--- src/rtl/ppi_pkg.sv ---
// Package: shared types and field positions of the parallel port interface.
// Assumes an 8-bit port width for the control word layout.
package ppi_pkg;

    localparam int PORT_W = 8;

    // Register select codes presented on the address pins.
    typedef enum logic [1:0] {
        SEL_A    = 2'b00,
        SEL_B    = 2'b01,
        SEL_C    = 2'b10,
        SEL_CTRL = 2'b11
    } reg_sel_e;

    // Direction state; a set bit means that group is an input.
    typedef struct packed {
        logic a_in;
        logic chi_in;
        logic b_in;
        logic clo_in;
    } dir_t;

    // Field positions inside a control word.
    localparam int CW_KIND_BIT = 7;
    localparam int CW_A_BIT    = 4;
    localparam int CW_CHI_BIT  = 3;
    localparam int CW_B_BIT    = 1;
    localparam int CW_CLO_BIT  = 0;
    localparam int CW_VAL_BIT  = 0;

    localparam dir_t DIR_ALL_IN = '{a_in: 1'b1, chi_in: 1'b1, b_in: 1'b1, clo_in: 1'b1};

endpackage

--- src/rtl/ppi_ctrl_reg.sv ---
// Module: control word decoder and direction register.
// A control write with the kind bit set loads the direction bits and
// requests a clear of all latches. With the kind bit clear, the write
// becomes a one-bit command for Port C. Assumes wr_ctrl is already
// qualified by select and write strobe.
module ppi_ctrl_reg
    import ppi_pkg::*;
#(
    parameter int W     = PORT_W,
    localparam int IDX_W = $clog2(W)
) (
    input  logic             clk,
    input  logic             rst_n,
    input  logic             wr_ctrl,
    input  logic [W-1:0]     wdata,
    output dir_t             dir,
    output logic             mode_load,
    output logic             bit_we,
    output logic [IDX_W-1:0] bit_idx,
    output logic             bit_val
);

    dir_t dir_q;
    logic unused_cw_bits;

    // Split a control write into its two kinds.
    always_comb begin
        mode_load = wr_ctrl &  wdata[CW_KIND_BIT];
        bit_we    = wr_ctrl & ~wdata[CW_KIND_BIT];
        bit_idx   = wdata[IDX_W:1];
        bit_val   = wdata[CW_VAL_BIT];
    end

    // Bits with no meaning in basic mode are consumed here and dropped.
    assign unused_cw_bits = ^{wdata[6:5], wdata[2]};

    // Hold the direction bits; reset makes everything an input.
    always_ff @(posedge clk) begin
        if (!rst_n) begin
            dir_q <= DIR_ALL_IN;
        end else if (mode_load) begin
            dir_q.a_in   <= wdata[CW_A_BIT];
            dir_q.chi_in <= wdata[CW_CHI_BIT];
            dir_q.b_in   <= wdata[CW_B_BIT];
            dir_q.clo_in <= wdata[CW_CLO_BIT];
        end
    end

    assign dir = dir_q;

    AST_RESET_ALL_INPUT: assert property (@(posedge clk) disable iff (!rst_n)
        $rose(rst_n) |-> (dir_q == DIR_ALL_IN));

    AST_BIT_CMD_KEEPS_DIR: assert property (@(posedge clk) disable iff (!rst_n)
        bit_we |=> $stable(dir_q));

    AST_MODE_LOADS_DIR: assert property (@(posedge clk) disable iff (!rst_n)
        mode_load |=> (dir_q.a_in == $past(wdata[CW_A_BIT]))
                   && (dir_q.clo_in == $past(wdata[CW_CLO_BIT])));

endmodule

--- src/rtl/ppi_port_latch.sv ---
// Module: one port's output latch.
// The latch supports a clear, a full load and a single-bit update.
// Clear wins over load, and load wins over the bit update. Assumes the
// caller drives at most one of them in a cycle during normal use.
module ppi_port_latch #(
    parameter int  W     = 8,
    parameter bit  HAS_BIT_CMD = 1'b0,
    localparam int IDX_W = $clog2(W)
) (
    input  logic             clk,
    input  logic             rst_n,
    input  logic             clr,
    input  logic             load,
    input  logic [W-1:0]     load_data,
    input  logic             bit_we,
    input  logic [IDX_W-1:0] bit_idx,
    input  logic             bit_val,
    output logic [W-1:0]     q
);

    logic [W-1:0] q_r;
    logic [W-1:0] q_next;

    // Work out the next latch value from the highest-priority request.
    generate
        if (HAS_BIT_CMD) begin : g_bitcmd
            always_comb begin
                q_next = q_r;
                if (clr) begin
                    q_next = '0;
                end else if (load) begin
                    q_next = load_data;
                end else if (bit_we) begin
                    q_next[bit_idx] = bit_val;
                end
            end
        end else begin : g_plain
            logic unused_bitcmd;
            assign unused_bitcmd = ^{bit_we, bit_idx, bit_val};
            always_comb begin
                q_next = q_r;
                if (clr) begin
                    q_next = '0;
                end else if (load) begin
                    q_next = load_data;
                end
            end
        end
    endgenerate

    // Register the latch; reset returns it to zero.
    always_ff @(posedge clk) begin
        if (!rst_n) begin
            q_r <= '0;
        end else begin
            q_r <= q_next;
        end
    end

    assign q = q_r;

    AST_CLEAR_ZEROES: assert property (@(posedge clk) disable iff (!rst_n)
        clr |=> (q_r == '0));

    AST_LOAD_TAKES_DATA: assert property (@(posedge clk) disable iff (!rst_n)
        (load && !clr) |=> (q_r == $past(load_data)));

    AST_ONE_BIT_MOVES: assert property (@(posedge clk) disable iff (!rst_n)
        (HAS_BIT_CMD && bit_we && !load && !clr)
            |=> ($countones(q_r ^ $past(q_r)) <= 1)
             && (q_r[$past(bit_idx)] == $past(bit_val)));

    AST_IDLE_HOLDS: assert property (@(posedge clk) disable iff (!rst_n)
        (!clr && !load && !bit_we) |=> $stable(q_r));

endmodule

--- src/rtl/ppi_read_mux.sv ---
// Module: read path.
// For each port it picks the pins or the latch according to direction,
// selects the register named by the address, and enables the read bus
// only during a selected read. Purely combinational; assumes the pin
// inputs are already stable in the host's clock domain.
module ppi_read_mux
    import ppi_pkg::*;
#(
    parameter int W = PORT_W,
    localparam int H = W / 2
) (
    input  logic         cs_n,
    input  logic         rd_n,
    input  logic [1:0]   addr,
    input  dir_t         dir,
    input  logic [W-1:0] pa_in,
    input  logic [W-1:0] pa_q,
    input  logic [W-1:0] pb_in,
    input  logic [W-1:0] pb_q,
    input  logic [W-1:0] pc_in,
    input  logic [W-1:0] pc_q,
    output logic [W-1:0] rdata,
    output logic         rdata_oe
);

    logic [W-1:0] a_view;
    logic [W-1:0] b_view;
    logic [W-1:0] c_view;

    // Per-port view: live pins when input, latch when output.
    always_comb begin
        a_view = dir.a_in ? pa_in : pa_q;
        b_view = dir.b_in ? pb_in : pb_q;
        c_view[W-1:H] = dir.chi_in ? pc_in[W-1:H] : pc_q[W-1:H];
        c_view[H-1:0] = dir.clo_in ? pc_in[H-1:0] : pc_q[H-1:0];
    end

    // Choose the addressed register and gate the bus enable.
    always_comb begin
        rdata_oe = ~cs_n & ~rd_n;
        unique case (reg_sel_e'(addr))
            SEL_A:    rdata = a_view;
            SEL_B:    rdata = b_view;
            SEL_C:    rdata = c_view;
            default:  rdata = '1;
        endcase
    end

endmodule

--- src/rtl/ppi_parallel_io.sv ---
// Module: top of the programmable parallel port interface.
// It decodes host writes to the three port latches and the control
// register, drives the port enables from the direction state, and
// presents the read path. Assumes a synchronous host: strobes are
// sampled on the rising clock edge, and a write held for several cycles
// repeats the same effect.
module ppi_parallel_io
    import ppi_pkg::*;
#(
    parameter int W = PORT_W,
    localparam int H = W / 2,
    localparam int IDX_W = $clog2(W)
) (
    input  logic         clk,
    input  logic         rst_n,
    input  logic         cs_n,
    input  logic         rd_n,
    input  logic         wr_n,
    input  logic [1:0]   addr,
    input  logic [W-1:0] wdata,
    output logic [W-1:0] rdata,
    output logic         rdata_oe,
    input  logic [W-1:0] pa_in,
    output logic [W-1:0] pa_out,
    output logic         pa_oe,
    input  logic [W-1:0] pb_in,
    output logic [W-1:0] pb_out,
    output logic         pb_oe,
    input  logic [W-1:0] pc_in,
    output logic [W-1:0] pc_out,
    output logic [W-1:0] pc_oe
);

    localparam int NPORT = 3;

    logic             wr_act;
    logic [NPORT-1:0] port_load;
    logic             wr_ctrl;
    dir_t             dir;
    logic             mode_load;
    logic             bit_we;
    logic [IDX_W-1:0] bit_idx;
    logic             bit_val;
    logic [W-1:0]     latch_q [NPORT];

    // Qualify the write strobe and decode the target register.
    always_comb begin
        wr_act    = ~cs_n & ~wr_n;
        port_load = '0;
        wr_ctrl   = 1'b0;
        unique case (reg_sel_e'(addr))
            SEL_A:   port_load[0] = wr_act;
            SEL_B:   port_load[1] = wr_act;
            SEL_C:   port_load[2] = wr_act;
            default: wr_ctrl      = wr_act;
        endcase
    end

    ppi_ctrl_reg #(.W(W)) u_ctrl (
        .clk       (clk),
        .rst_n     (rst_n),
        .wr_ctrl   (wr_ctrl),
        .wdata     (wdata),
        .dir       (dir),
        .mode_load (mode_load),
        .bit_we    (bit_we),
        .bit_idx   (bit_idx),
        .bit_val   (bit_val)
    );

    // One latch per port; only Port C accepts single-bit commands.
    generate
        for (genvar p = 0; p < NPORT; p++) begin : g_port
            ppi_port_latch #(
                .W           (W),
                .HAS_BIT_CMD (p == 2)
            ) u_latch (
                .clk       (clk),
                .rst_n     (rst_n),
                .clr       (mode_load),
                .load      (port_load[p]),
                .load_data (wdata),
                .bit_we    (bit_we),
                .bit_idx   (bit_idx),
                .bit_val   (bit_val),
                .q         (latch_q[p])
            );
        end
    endgenerate

    // Drive pin-side outputs from latches and direction state.
    always_comb begin
        pa_out = latch_q[0];
        pb_out = latch_q[1];
        pc_out = latch_q[2];
        pa_oe  = ~dir.a_in;
        pb_oe  = ~dir.b_in;
        pc_oe  = {{H{~dir.chi_in}}, {H{~dir.clo_in}}};
    end

    ppi_read_mux #(.W(W)) u_rmux (
        .cs_n     (cs_n),
        .rd_n     (rd_n),
        .addr     (addr),
        .dir      (dir),
        .pa_in    (pa_in),
        .pa_q     (latch_q[0]),
        .pb_in    (pb_in),
        .pb_q     (latch_q[1]),
        .pc_in    (pc_in),
        .pc_q     (latch_q[2]),
        .rdata    (rdata),
        .rdata_oe (rdata_oe)
    );

    AST_MODE_CLEARS_OUTPUTS: assert property (@(posedge clk) disable iff (!rst_n)
        mode_load |=> (pa_out == '0) && (pb_out == '0) && (pc_out == '0));

    AST_CTRL_READS_ONES: assert property (@(posedge clk) disable iff (!rst_n)
        (rdata_oe && addr == 2'b11) |-> (rdata == '1));

    AST_INPUT_READ_LIVE: assert property (@(posedge clk) disable iff (!rst_n)
        (rdata_oe && addr == 2'b00 && !pa_oe) |-> (rdata == pa_in));

    AST_OUTPUT_READ_LATCH: assert property (@(posedge clk) disable iff (!rst_n)
        (rdata_oe && addr == 2'b01 && pb_oe) |-> (rdata == pb_out));

    AST_NO_SELECT_NO_WRITE: assert property (@(posedge clk) disable iff (!rst_n)
        cs_n |=> $stable(pa_out) && $stable(pb_out) && $stable(pc_out)
                 && $stable(pa_oe) && $stable(pc_oe));

endmodule

--- config.mk ---
export PLATFORM = sky130hd
export DESIGN_NAME = ppi_parallel_io
export DESIGN_NICKNAME = d
export VERILOG_FILES = /design/src/rtl/ppi_pkg.sv /design/src/rtl/ppi_ctrl_reg.sv /design/src/rtl/ppi_port_latch.sv /design/src/rtl/ppi_read_mux.sv /design/src/rtl/ppi_parallel_io.sv
export SDC_FILE = /design/constraint.sdc
export NUM_CORES = 1
export LEC_CHECK = 0
export BUFFER_PORTS_ARGS = -buffer_cell sky130_fd_sc_hd__buf_2
export CORE_UTILIZATION = 40
export DETAILED_ROUTE_END_ITERATION = 10
export GPL_TIMING_DRIVEN = 0
export PLACE_DENSITY_LB_ADDON = 0.2
export SLEW_MARGIN = 0
export SYNTH_ARGS = -nofsm -noshare
export SYNTH_HDL_FRONTEND = slang
export SYNTH_SLANG_ARGS = --single-unit
--- constraint.sdc ---
create_clock -name clk -period 1.95 [get_ports clk]
set_clock_uncertainty 0.1 [all_clocks]
set_input_delay 0.0975 -clock clk [delete_from_list [all_inputs] [get_ports clk]]
set_output_delay 0.0975 -clock clk [all_outputs]
set_load 0.05 [all_outputs]
# Word level (Yosys, flattened, before mapping)
# Cells that the tools add are included.
# Widths: inputs -> output; s select.
word_totals:
  reg_bits: 28
  input_bits: 39
  out_inout_bits: 43
  word_cells: 43
op_classes:
  order_cmp: 2
  eq_ne: 2
  mux: 14
  bitwise_logic: 13
  reduce_logical: 5
ops:
  columns: ["op", "n"]
  rows:
  - ["$mux 8", 4]
  - ["$pmux 8 s3", 1]
  - ["$not 1->1", 9]
  - ["$bwmux 8", 1]
  - ["$mux 4", 2]
  - ["$mux 1", 5]
  - ["$and 1x1->1", 4]
  - ["$lt 3x4->1 const B", 1]
  - ["$demux 1 s3", 1]
  - ["$ge 3x1->1 const B", 1]
  - ["$reduce_or 3->1", 1]
  - ["$eq 2x1->1 const B", 1]
  - ["$eq 2x2->1 const B", 1]
  - ["$logic_not 2->1", 1]
  - ["$reduce_bool 2->1", 1]
  - ["$reduce_or 2->1", 1]
  - ["$logic_and 1x1->1", 1]

# Depth between registers and ports, before layout
logic_depth:
  ltp_word: 7
  ltp_mapped: 7

# Cells and area by module
# A second synthesis with hierarchy kept.
unflattened:
  cells_unflattened: 184
  area_unflattened_um2: 1750.4
modules_own_cells:
  columns: ["module", "n_inst", "cells_each", "area_per_inst_um2", "seq_area_each_um2"]
  rows:
  - ["ppi_port_latch (g_port[0].u_latch ...)", 2, 27, 292.8, 160.2]
  - ["ppi_read_mux", 1, 50, 440.4, 0.0]
  - ["ppi_port_latch (g_port[2].u_latch)", 1, 43, 435.4, 160.2]
  - ["ppi_ctrl_reg", 1, 23, 192.7, 80.1]
  - ["ppi_parallel_io", 1, 14, 96.3, 0.0]

# Least setup slack after synthesis
# Ideal clock, no wire load.
synth_timing:
  kind: "reg2out"
  startpoint: "register g_port[0].u_latch.q_r[3]"
  endpoint: "output port rdata[3]"
  arrival_ns: 2.022
  path_slack_ns: -0.270
  path_stages_with_launch: 4
  path_buffers: 0
  cell_sequence: "dfxtp_1 mux2_2 o21ai_0 o21ai_0"
synth_between:
  elab_chain_len: 2
synth_rtl:
  columns: ["item", "line", "source"]
  rows:
  - ["start: declaration", "ppi_port_latch.sv:21", "logic [W-1:0] q_r;"]
  - ["start signal: assignment", "ppi_port_latch.sv:56", "q_r <= q_next;"]
  - ["$mux 8", "ppi_read_mux.sv:32", "a_view = dir.a_in ? pa_in : pa_q;"]
  - ["$pmux 8 s3", "ppi_read_mux.sv:41", "unique case (reg_sel_e'(addr))"]
  - ["end: declaration", "ppi_parallel_io.sv:21", "output logic [W-1:0] rdata,"]
# Every way passes these cells.

# Worst setup path after layout
layout_timing:
  startpoint: "register u_ctrl.dir_q, in the netlist u_ctrl.dir[1]"
  endpoint: "output port rdata[2]"
layout_between:
  elab_chain_len: 2
layout_rtl:
  columns: ["item", "line", "source"]
  rows:
  - ["start: declaration", "ppi_ctrl_reg.sv:23", "dir_t dir_q;"]
  - ["$mux 8", "ppi_read_mux.sv:33", "b_view = dir.b_in ? pb_in : pb_q;"]
  - ["$pmux 8 s3", "ppi_read_mux.sv:41", null]
# Every way passes these cells.

==> summary.md <==
| Metric | Value |
|---|---|
| Setup repair after global routing missed its margin | false |
| Number of stages on the worst hold path | 3 |
| Number of clock sinks | 28 |
| Kind of critical path | reg -> out |
| Antenna violations before repair | 0 |
| Element type at the critical path end | output pin |
| Proportion of total power due to net switching | 0.315 |
| Max clock buf depth | 2 |
| Worst IR Drop VDD | 276 µV |
| Via count of the first global-routing pass | 1619 |
| H-tree levels | 1 |
| Startpoint of the worst register-to-register path | u_ctrl.dir[3] |
| Top cell types by occurrence after synthesis | sky130_fd_sc_hd__dfxtp_1 (28), sky130_fd_sc_hd__nand2_1 (25), sky130_fd_sc_hd__mux2i_1 (23) |
| Net Count, Synth | 250 |
| NumNets Final | 338 |
| Final Cycle Share | 0.947 |
| Proportion of layout cells with a drive suffix above 1 | 0.416 |
| Total congestion overflow | 0 |
| Vias post-DR | 1800 |
| Standard-cell rows | 23 |
| Total of warnings raised by yosys | 0 |
| Endpoint of the most critical register-to-register path | u_ctrl.dir[3] |
| Highest Clock Rate | 541 MHz |
| Global-route wire length before repair | 8030 µm |
| Min Tclk post-route | 1.85 ns |
| Number of I/O port buffers | 79 |
| Hold Path Class | in -> reg |
| Tightest slew margin relative to the limit | 0.498 |
| Status | complete, no violations |
| TritonCTS clock tree | done |
| Wire length per cell | 15.2 µm |
| Number of diodes | 0 |
| Leakage dissipation | 0.00112 µW |
| Number of placed I/O pins | 82 |
| Post-Synthesis Cells | 211 |
| Post-synthesis cell type with the largest combined area | sky130_fd_sc_hd__dfxtp_1 |
| Detailed Routing Iterations Pass 1 | 4 |
| Die area | 4700 µm² |
| Hold Vio Cnt, Final | 0 |
| DP Wirelength | 3900 µm |
| GR Util All Layers | 0.235 |
| Die outline width | 68.5 µm |
| Maximum fanout count along the critical path | 10 |
| Endpoint, Worst Hold | g_port[1].u_latch.q[3] |
| Latest clock arrival within the worst-skew pair | 0.28 ns |
| Total setup violations reported at the end of the flow | 0 |
| Mean post-synth cell area | 8.39 µm² |
| Violation count after the first detailed-routing iteration | 71 |
| Clock network fraction of total power | 0.328 |
| Post-CTS clock slew at the launch and capture registers of the worst setup and hold paths | 0.10 ns |
| Combinational share of power | 0.255 |
| Flop2flop setup slack | 0.52 ns |
| Net Sw Power | 450 µW |
| Floorplan Core Area | 4120 µm² |
| Cell types occupying the most area after synthesis | sky130_fd_sc_hd__dfxtp_1 (32%), sky130_fd_sc_hd__mux2i_1 (13%), sky130_fd_sc_hd__a211oi_1 (7.6%) |
| Proportion of synthesized chip area in sequential cells | 0.317 |
| Flip-flop and latch count after synthesis | 28 |
| Pin count of the biggest net entering global routing | 17 |
| Routed vias/inst | 5.17 |
| Startpoint kind of the worst setup timing path | flop |
| Area grow syn2layout | 34.2% |
| Most frequently used cell type in the post-synthesis netlist | sky130_fd_sc_hd__dfxtp_1 |
| Power, Total | 1430 µW |
| Worst Tran Pin Value | 0.747 ns |
| Data arrival time at the worst-slack endpoint | 1.65 ns |
| Asr flop ratio synth | 0 |
| Data required time of the worst path | 1.75 ns |
| Number of buffers created by CTS | 3 |
| Clock root buffer | sky130_fd_sc_hd__clkbuf_8 |
| Post-synthesis instance area | 1770 µm² |
| Worst Min Path Start | wdata[3] |
| Sequential share of power | 0.417 |
| Number of enable flip-flop cells after synthesis | 0 |
| Die Height | 68.5 µm |
| Routability Congestion | 0.826 |
| Starting density of the core | 0.430 |
| Pins over their slew limit | 0 |
| Internal cell power | 981 µW |
| Fraction of synthesized cell area taken by the top area cell type | 0.317 |
| Setup_tns | 0 ns |
| Filler cell count in the final layout | 407 |
| Power density relative to cell area | 603 nW/µm² |
| Dominant synthesized flop cell | sky130_fd_sc_hd__dfxtp_1 |
| Antenna Nets Post-Route | 0 |
| Path depth of the worst reg2reg path | 4 |
| Drt total wl | 5270 µm |
| Remaining routing DRC violations | 0 |
| Max-cap violation count | 0 |
| Unique cell type count in the Yosys netlist | 33 |
[worst max-delay path, stage by stage, from the launching register on]
cell and delay (ns):
sky130_fd_sc_hd__dfxtp_4 0.45, sky130_fd_sc_hd__mux2_2 0.37, sky130_fd_sc_hd__a211oi_1 0.23, sky130_fd_sc_hd__a21oi_1 0.07, sky130_fd_sc_hd__buf_2 0.24
[power by group through the flow]
stage / combinational, µW / sequential, µW / clock [µW]
2_1_floorplan: 202 / 648 / 0
3_3_place_gp: 355 / 607 / 0
3_5_place_dp: 356 / 608 / 0
4_1_cts: 362 / 596 / 471
5_1_grt: 391 / 599 / 502
6_report: 366 / 597 / 470
[state kept, by name, indices dropped and copies added, names as in the netlist]
| register | count |
|---|---|
| g_port.u_latch.q | 24 |
| u_ctrl.dir | 4 |
[layer usage]
layer,vias up,track usage,wire length (µm)
met2,72,0.374,2400
met1,804,0.337,2560
met3,7,0.0214,252
li1,917,-,-
met5,-,0,0
met4,0,0.0599,63
[how the worst max path moves through the flow]
stage / from / end / slack [ns] / depth (start not counted)
global placement: u_ctrl.dir[1] / rdata[2] / 0.03 / 5
CTS: u_ctrl.dir[2] / rdata[6] / 0.004 / 5
global route: wdata[7] / u_ctrl.dir[3] / 0.006 / 8
floorplan: g_port[1].u_latch.q[4] / rdata[4] / 0.05 / 3
detailed placement: u_ctrl.dir[1] / rdata[2] / 0.03 / 5
finish: u_ctrl.dir[1] / rdata[2] / 0.10 / 4
[placed cells by master (no fill, tap or decap), types with 2 or more instances in the layout]
cell type and count:
sky130_fd_sc_hd__nand2b_1 3, sky130_fd_sc_hd__mux2_2 9, sky130_fd_sc_hd__buf_2 81, sky130_fd_sc_hd__nor4_1 4
sky130_fd_sc_hd__inv_1 6, sky130_fd_sc_hd__buf_6 3, sky130_fd_sc_hd__nor3_1 3, sky130_fd_sc_hd__buf_1 2
sky130_fd_sc_hd__mux2i_1 23, sky130_fd_sc_hd__dlygate4sd3_1 6, sky130_fd_sc_hd__a21oi_1 18, sky130_fd_sc_hd__o211ai_1 2
sky130_fd_sc_hd__dfxtp_1 26, sky130_fd_sc_hd__a211oi_1 18, sky130_fd_sc_hd__clkbuf_1 5, sky130_fd_sc_hd__nor4b_2 2
sky130_fd_sc_hd__nand2_1 25, sky130_fd_sc_hd__clkbuf_8 3, sky130_fd_sc_hd__nor2_2 8, sky130_fd_sc_hd__nor2b_1 7
sky130_fd_sc_hd__nor2_1 13, sky130_fd_sc_hd__o21ai_0 5, sky130_fd_sc_hd__buf_4 9
[cells by family (layout without fill, tap and decap cells)]
family / Yosys count / count (layout) / synth area share
buf+inv: 30 / 117 / 0.0883
flops: 28 / 28 / 0.317
compound gates: 47 / 47 / 0.167
mux: 32 / 32 / 0.187
simple gates: 74 / 74 / 0.240
[what timing repair did]
item,4_1_cts,5_1_grt
hold endpoints to repair,7,1
buffers inserted,0,1
resized for setup,1,8
hold buffers,5,1
gates cloned,0,0
setup endpoints to repair,8,9
[through the flow]
stage | instances | worst slack [ns] | cell area, µm² | utilization | hold slack, ns
after floorplan | 211 | 0.0468 | 1770 | - | 0.0594
after global placement | 340 | 0.0267 | 2230 | 0.542 | 0.236
after detailed placement | 340 | 0.0307 | 2230 | 0.542 | 0.236
after CTS | 347 | 0.00411 | 2340 | 0.569 | 0.00172
after global routing | 348 | 0.00589 | 2380 | 0.577 | 0.0217
final | 348 | 0.103 | 2380 | 0.577 | 0.0111
[layout make-up]
type / count / area [µm²] / share of cell area
Tap cell: 50 / 62.6 / 0.0263
Clock buffer: 3 / 41.3 / 0.0174
Multi-Input combinational cell: 153 / 1050 / 0.443
Sequential cell: 28 / 566 / 0.238
Timing Repair Buffer: 86 / 472 / 0.199
Inverter: 6 / 22.5 / 0.00948
Clock inverter: 1 / 30.0 / 0.0126
Buffer: 21 / 129 / 0.0542
Note: power is estimated with default switching activity, not from simulation.
